File: src/rtl/bf16_cvt_pkg.sv
package bf16_cvt_pkg;
  typedef enum logic {
    CVT_NARROW = 1'b0,
    CVT_WIDEN  = 1'b1
  } cvt_dir_e;
endpackage

File: src/rtl/bf16_narrow.sv
module bf16_narrow #(
  parameter int WIDE_W   = 32,
  parameter int NARROW_W = 16,
  parameter int EXP_W    = 8
) (
  input  logic [WIDE_W-1:0]   src,
  output logic [NARROW_W-1:0] dst
);
  localparam int DROP  = WIDE_W - NARROW_W;
  localparam int WMAN  = WIDE_W - 1 - EXP_W;
  localparam int QBIT  = NARROW_W - EXP_W - 2;
  localparam logic [WIDE_W-2:0] INF_MAG = {{EXP_W{1'b1}}, {WMAN{1'b0}}};
  localparam logic [DROP-1:0]   HALF    = {1'b1, {(DROP-1){1'b0}}};
  localparam logic [NARROW_W-1:0] QMASK =
    {{(NARROW_W-1-QBIT){1'b0}}, 1'b1, {QBIT{1'b0}}};

  logic                is_nan;
  logic                keep_lsb;
  logic [DROP-1:0]     low;
  logic                bump;
  logic [NARROW_W-1:0] upper;

  assign upper    = src[WIDE_W-1:DROP];
  assign low      = src[DROP-1:0];
  assign keep_lsb = src[DROP];
  assign is_nan   = src[WIDE_W-2:0] > INF_MAG;

  // Adding (HALF-1)+lsb to the low half carries into the kept half exactly
  // when low exceeds HALF, or equals HALF with an odd kept half.
  assign bump = (low > HALF) || ((low == HALF) && keep_lsb);

  always_comb begin
    if (is_nan) dst = upper | QMASK;
    else        dst = upper + {{(NARROW_W-1){1'b0}}, bump};
  end
endmodule

File: src/rtl/bf16_widen.sv
module bf16_widen #(
  parameter int WIDE_W   = 32,
  parameter int NARROW_W = 16
) (
  input  logic [NARROW_W-1:0] src,
  output logic [WIDE_W-1:0]   dst
);
  localparam int DROP = WIDE_W - NARROW_W;
  assign dst = {src, {DROP{1'b0}}};
endmodule

File: src/rtl/bf16_stage.sv
module bf16_stage #(
  parameter int W          = 32,
  parameter bit REGISTERED = 1'b1
) (
  input  logic         clk,
  input  logic         rst_n,
  input  logic         s_valid,
  output logic         s_ready,
  input  logic [W-1:0] s_data,
  output logic         m_valid,
  input  logic         m_ready,
  output logic [W-1:0] m_data
);
  generate
    if (REGISTERED) begin : g_reg
      logic         vld_q;
      logic [W-1:0] dat_q;
      logic         take;

      assign s_ready = !vld_q || m_ready;
      assign take    = s_valid && s_ready;

      always_ff @(posedge clk) begin
        if (!rst_n) begin
          vld_q <= 1'b0;
          dat_q <= '0;
        end else begin
          if (take) begin
            vld_q <= 1'b1;
            dat_q <= s_data;
          end else if (m_ready) begin
            vld_q <= 1'b0;
          end
        end
      end

      assign m_valid = vld_q;
      assign m_data  = dat_q;
    end else begin : g_wire
      assign s_ready = m_ready;
      assign m_valid = s_valid;
      assign m_data  = s_data;
    end
  endgenerate
endmodule

File: src/rtl/bf16_cvt_stage.sv
module bf16_cvt_stage #(
  parameter int WIDE_W     = 32,
  parameter int NARROW_W   = 16,
  parameter int EXP_W      = 8,
  parameter bit REGISTERED = 1'b1
) (
  input  logic                clk,
  input  logic                rst_n,
  input  logic                in_valid,
  output logic                in_ready,
  input  logic                in_dir,
  input  logic [WIDE_W-1:0]   in_word,
  input  logic [NARROW_W-1:0] in_half,
  output logic                out_valid,
  input  logic                out_ready,
  output logic [WIDE_W-1:0]   out_result
);
  import bf16_cvt_pkg::*;
  localparam int PAD = WIDE_W - NARROW_W;

  logic [NARROW_W-1:0] narrowed;
  logic [WIDE_W-1:0]   widened;
  logic [WIDE_W-1:0]   chosen;
  cvt_dir_e            dir;

  assign dir = cvt_dir_e'(in_dir);

  bf16_narrow #(.WIDE_W(WIDE_W), .NARROW_W(NARROW_W), .EXP_W(EXP_W)) u_narrow (
    .src(in_word),
    .dst(narrowed)
  );

  bf16_widen #(.WIDE_W(WIDE_W), .NARROW_W(NARROW_W)) u_widen (
    .src(in_half),
    .dst(widened)
  );

  always_comb begin
    if (dir == CVT_WIDEN) chosen = widened;
    else                  chosen = {{PAD{1'b0}}, narrowed};
  end

  bf16_stage #(.W(WIDE_W), .REGISTERED(REGISTERED)) u_stage (
    .clk    (clk),
    .rst_n  (rst_n),
    .s_valid(in_valid),
    .s_ready(in_ready),
    .s_data (chosen),
    .m_valid(out_valid),
    .m_ready(out_ready),
    .m_data (out_result)
  );
endmodule

File: config.mk
export PLATFORM = sky130hd
export DESIGN_NAME = bf16_cvt_stage
export DESIGN_NICKNAME = d
export VERILOG_FILES = /design/src/rtl/bf16_cvt_pkg.sv /design/src/rtl/bf16_narrow.sv /design/src/rtl/bf16_widen.sv /design/src/rtl/bf16_stage.sv /design/src/rtl/bf16_cvt_stage.sv
export SDC_FILE = /design/constraint.sdc
export NUM_CORES = 1
export LEC_CHECK = 0
export ABC_AREA = 0
export BUFFER_PORTS_ARGS = -buffer_cell sky130_fd_sc_hd__clkbuf_2
export CAP_MARGIN = 10
export CORE_UTILIZATION = 40
export CTS_CLUSTER_SIZE = 14
export DETAILED_ROUTE_END_ITERATION = 6
export PLACE_DENSITY = 0.64
export SLEW_MARGIN = 5
export SYNTH_ARGS = -nofsm -noshare
export SYNTH_HDL_FRONTEND = slang
export SYNTH_HIERARCHICAL = 1
export SYNTH_SLANG_ARGS = --single-unit
export TNS_END_PERCENT = 10
File: constraint.sdc
create_clock -name clk -period 2.6 [get_ports clk]
set_input_delay 0.13 -clock clk [delete_from_list [all_inputs] [get_ports clk]]
set_output_delay 0.13 -clock clk [all_outputs]
set_load 0.01 [all_outputs]
# Word-level counts from Yosys, hierarchy flattened
# Cells that the tools add are included.
# totals
in_bits	53
out_inout_bits	34
ff_bits	33
wordCells	16
# classes
reduce_logical	6
add_sub_neg	1
eq_ne	1
n_lt_le_gt_ge	2
mux	4
# op_table
operator	n
2-to-1 mux 32 bit	1
> comparator 31 bit (second input constant)	1
adder 16 x 1 -> 16 bit	1
equality test 16 bit (second input constant)	1
> comparator 16 bit (second input constant)	1
2-to-1 mux 16 bit	1
logical AND 1 bit	2
logical OR 1 bit	2
2-to-1 mux 1 bit	2
nonzero test 2 bit	1
zero test 1 bit	1

# Logic depth before layout (Yosys ltp)
# depth
depth_word	6
mapped_depth	12

# Cells and area by module
# Netlist, hierarchy kept.
# by_module_without_submodules
mod	instances	cells_per_inst	area_each_um2	seq_area_each_um2
bf16_stage	1	144	1357.6	660.6
bf16_narrow	1	64	439.2	0.0
bf16_cvt_stage	1	35	307.8	0.0
bf16_widen	1	33	244.0	0.0

# Worst setup path before layout
# Ideal clock, no wire load.
# synth_timing
kind	input to register
startpoint	input in_word[12]
endpoint	register u_stage.g_reg.dat_q[12], in the netlist u_stage/m_data[12]
path_stages	12
slack_ns	0.363
arrival_ns	2.119
setup_time_ns	0.118
cell_sequence	nor4_1 > nand4_1 > and2_2 > ha_1 > ha_1 > and4_1 > nand4_1 > xor2_1 > nand2_1 > mux2_2 > nand2_1 > mux2i_1
# synth_between
elab_chain_len	6
word_cells_on_any_way	8
cone_classes	add/sub (1); order compare (2); eq/ne (1); mux (2); reduce/logical (2)
# synth_rtl
item	line_no	rtl
start, declared	bf16_cvt_stage.sv:12	input logic [WIDE_W-1:0] in_word,
parallel branches: the longest is 4 deep, another holds > comparator 16 bit	--	
2-to-1 mux 16 bit (*)	bf16_narrow.sv:33	if (is_nan) dst = upper | QMASK;
via narrowed[12]	bf16_cvt_stage.sv:21	logic [NARROW_W-1:0] narrowed;
2-to-1 mux 32 bit (*)	bf16_cvt_stage.sv:39	if (dir == CVT_WIDEN) chosen = widened;
via chosen[12]	bf16_cvt_stage.sv:23	logic [WIDE_W-1:0] chosen;
end signal, assigned	bf16_stage.sv:30	dat_q <= s_data;
end, declared	bf16_stage.sv:17	logic [W-1:0] dat_q;
# Mark *: on every way through the listed nets, which the timed path passes.
# A chain may end at the register's enable or synchronous reset.

# Worst setup path in the final report
# layout_timing
startpoint	input in_word[0]
endpoint	register u_stage.g_reg.dat_q[8], in the netlist u_stage/m_data[8]
# Same word-level chain as after synthesis.

==> impl_metrics.ini <==
[floorplan]
ios = 87
die-area_um2 = 6180
rows = 27
start_util_pct = 42.1
die_h_um = 78.6
core-area_um2 = 5570
fp.dieW_um = 78.6

[place]
dp_hpwl_um = 3410
gp_congestion = 0.826
dp.cells = 405
postPlaceCellArea_um2 = 2570
portBuffers = 86

[sta]
finalHoldViolCount = 0
worstMarginPinSlew_ps = 644
fin_worst_skew_ps = 3.73
period_minus_slack_ps = 2160
final-max-slew-violation-count = 0
setup_violations = 0
timing.final.crit_share_pct = 83.0
clock.fmax_mhz = 464
tns_ps = 0
slew_headroom_pct = 57.1
rsz0062_at_grt = no

[clock_network]
clkLatencyLatePin_ps = 270
cts_num_sinks = 33
postCtsSetupRepairBufs = 0
cts-root-buf = clkbuf_8
cts_tree = built
holdBufCountCts = 0
cts.repair.resized = 0
cts_htree_levels = 2
path_clk_slew_ps = 70
cts_buffers = 5
cts_max_path_buffers = 2

[synthesis]
yosys_warnings = 6
yosys.area.top_type = dfxtp_1
yosysTopAreaCellShare_pct = 28.1
async_flop_share_pct = 0
yosys.cell_types.count = 36
ys_seq_elements = 33
syn_inst = 276
synthFlopType = dfxtp_1
synth-edff-count = 0
ys_seq_area_share_pct = 28.1
synth_area_leaders = dfxtp_1, mux2i_1, nand2_1, buf_4, mux2_2
syn_area_per_cell_um2 = 8.51
syn_area_um2 = 2350

[power_and_ir_drop]
total_power_w = 0.00118
total_leakage_power_nw = 1.27
power.density_nw_per_um2 = 444
vdd_drop_max_v = 0.000294

[drt]
drtIter0Drc = 64
postRouteAntennaNets = 0
dr.pass1.iters = 4
avgViaCountPerCell = 4.57
routed_wirelength_um = 4630
vias = 1889
drc = 0
avgRoutedWirePerCell_um = 11.2

[worst_setup_path]
cp_data_arrival_time_ps = 2300
start_kind = primary input
crit_path_end_kind = flop
crit_fanout = 5
critPathKind = in2reg
required_ps = 2740
r2r-start = u_stage/m_valid
r2r_end = u_stage/m_data[4]
reg2regPathDepth = 3
r2r_slack_ps = 1340

[hold_path]
hold_class = in2reg
hold_end = u_stage/m_valid
hold_start = in_valid
hold_depth = 3

[outcome]
status = complete, no violations

[layout]
diodes = 0
nNetsFinal = 395
nFillCells = 578
fin_area_um2 = 2660
stdcell_count = 413
final_common_cell = clkbuf_2
area_growth_pct = 13.3
drive_gt1_share_pct = 36.1
final_cell_mix = clkbuf_2, nand2_1, dfxtp_1, mux2i_1, and2_1

[grt]
grt_pass1_wl_um = 7960
antenna_found_initial = 0
grt.total_usage_pct = 15.9
grt_pass1_vias = 1804
grt_overflow = 0
grt_max_degree = 35

[flow_run]
maxCapViolations = 0
state kept, by name, indices dropped and copies added (netlist names):
register and cells:
u_stage/m_valid 1, u_stage/m_data 32
critical path, cell delays in order:
cell and delay, ps:
clkbuf_2 80, nor4_2 270, nand4_1 160, and2_2 220, ha_1 230, ha_1 250
and4_1 250, nand3_1 110, xor2_1 150, nand2_1 60, mux2_2 260, nand2_1 50
mux2i_1 60
worst max path at each step:
stage | cells after the start | slack (ps) | from | to
floorplan | 12 | 360 | in_word[12] | u_stage/m_data[12]
global placement | 13 | 240 | in_word[4] | u_stage/m_data[8]
detailed placement | 13 | 180 | in_word[0] | u_stage/m_data[12]
CTS | 13 | 460 | in_word[0] | u_stage/m_data[8]
global route | 13 | 240 | in_word[12] | u_stage/m_data[8]
finish | 13 | 440 | in_word[0] | u_stage/m_data[8]
area by class of cell:
type / instances / area (um^2) / share of cell area (%)
flip-flops and latches: 33 / 661 / 24.8
inverters: 2 / 7.51 / 0.282
clock buffers: 5 / 68.8 / 2.59
repair buffers: 89 / 453 / 17.0
clock inverters: 3 / 17.5 / 0.659
multi-input cells: 209 / 1360 / 51.2
well taps: 72 / 90.1 / 3.39
cell usage after synthesis (3+ instances only):
cell type  instances
and2_1            18
nand4_1            7
clkbuf_1           6
buf_4             33
xor2_1             3
mux2i_1           32
nor3_1             4
dfxtp_1           33
buf_6              3
xnor2_1            6
nor4_1             4
nand2_1           75
buf_12             3
nand3_1            3
mux2_2            16
report_power, final:
group | switching (W) | internal (W)
Clock | 0.000189 | 0.000185
Sequential | 0.0000157 | 0.000536
Combinational | 0.000129 | 0.000125
Total | 0.000334 | 0.000846
per-layer routing:
metal | track usage (%) | wire (um) | up-vias
li1 | - | - | 1007
met1 | 19.2 | 2140 | 840
met2 | 27.4 | 2250 | 40
met3 | 3.72 | 218 | 2
met4 | 5.19 | 27 | 0
met5 | 0 | 0 | -
per-stage QoR:
step	hold WS (ps)	utilization, %	setup slack (ps)
5_1_grt	104	47.7	244
3_5_place_dp	380	46.2	183
2_1_floorplan	269	-	363
3_3_place_gp	373	46.2	239
6_report	98.3	47.7	443
4_1_cts	82.5	47.7	464
kinds of logic after synthesis:
group,after synthesis,share of synthesized area [%]
xor+xnor,9,3.36
simple gates,123,25.7
buf+inv,49,16.2
flops,33,28.1
fa+ha+maj,2,1.07
other cells,1,0.160
mux,49,21.9
compound gates,10,3.36
(Power assumes the default switching activity.)
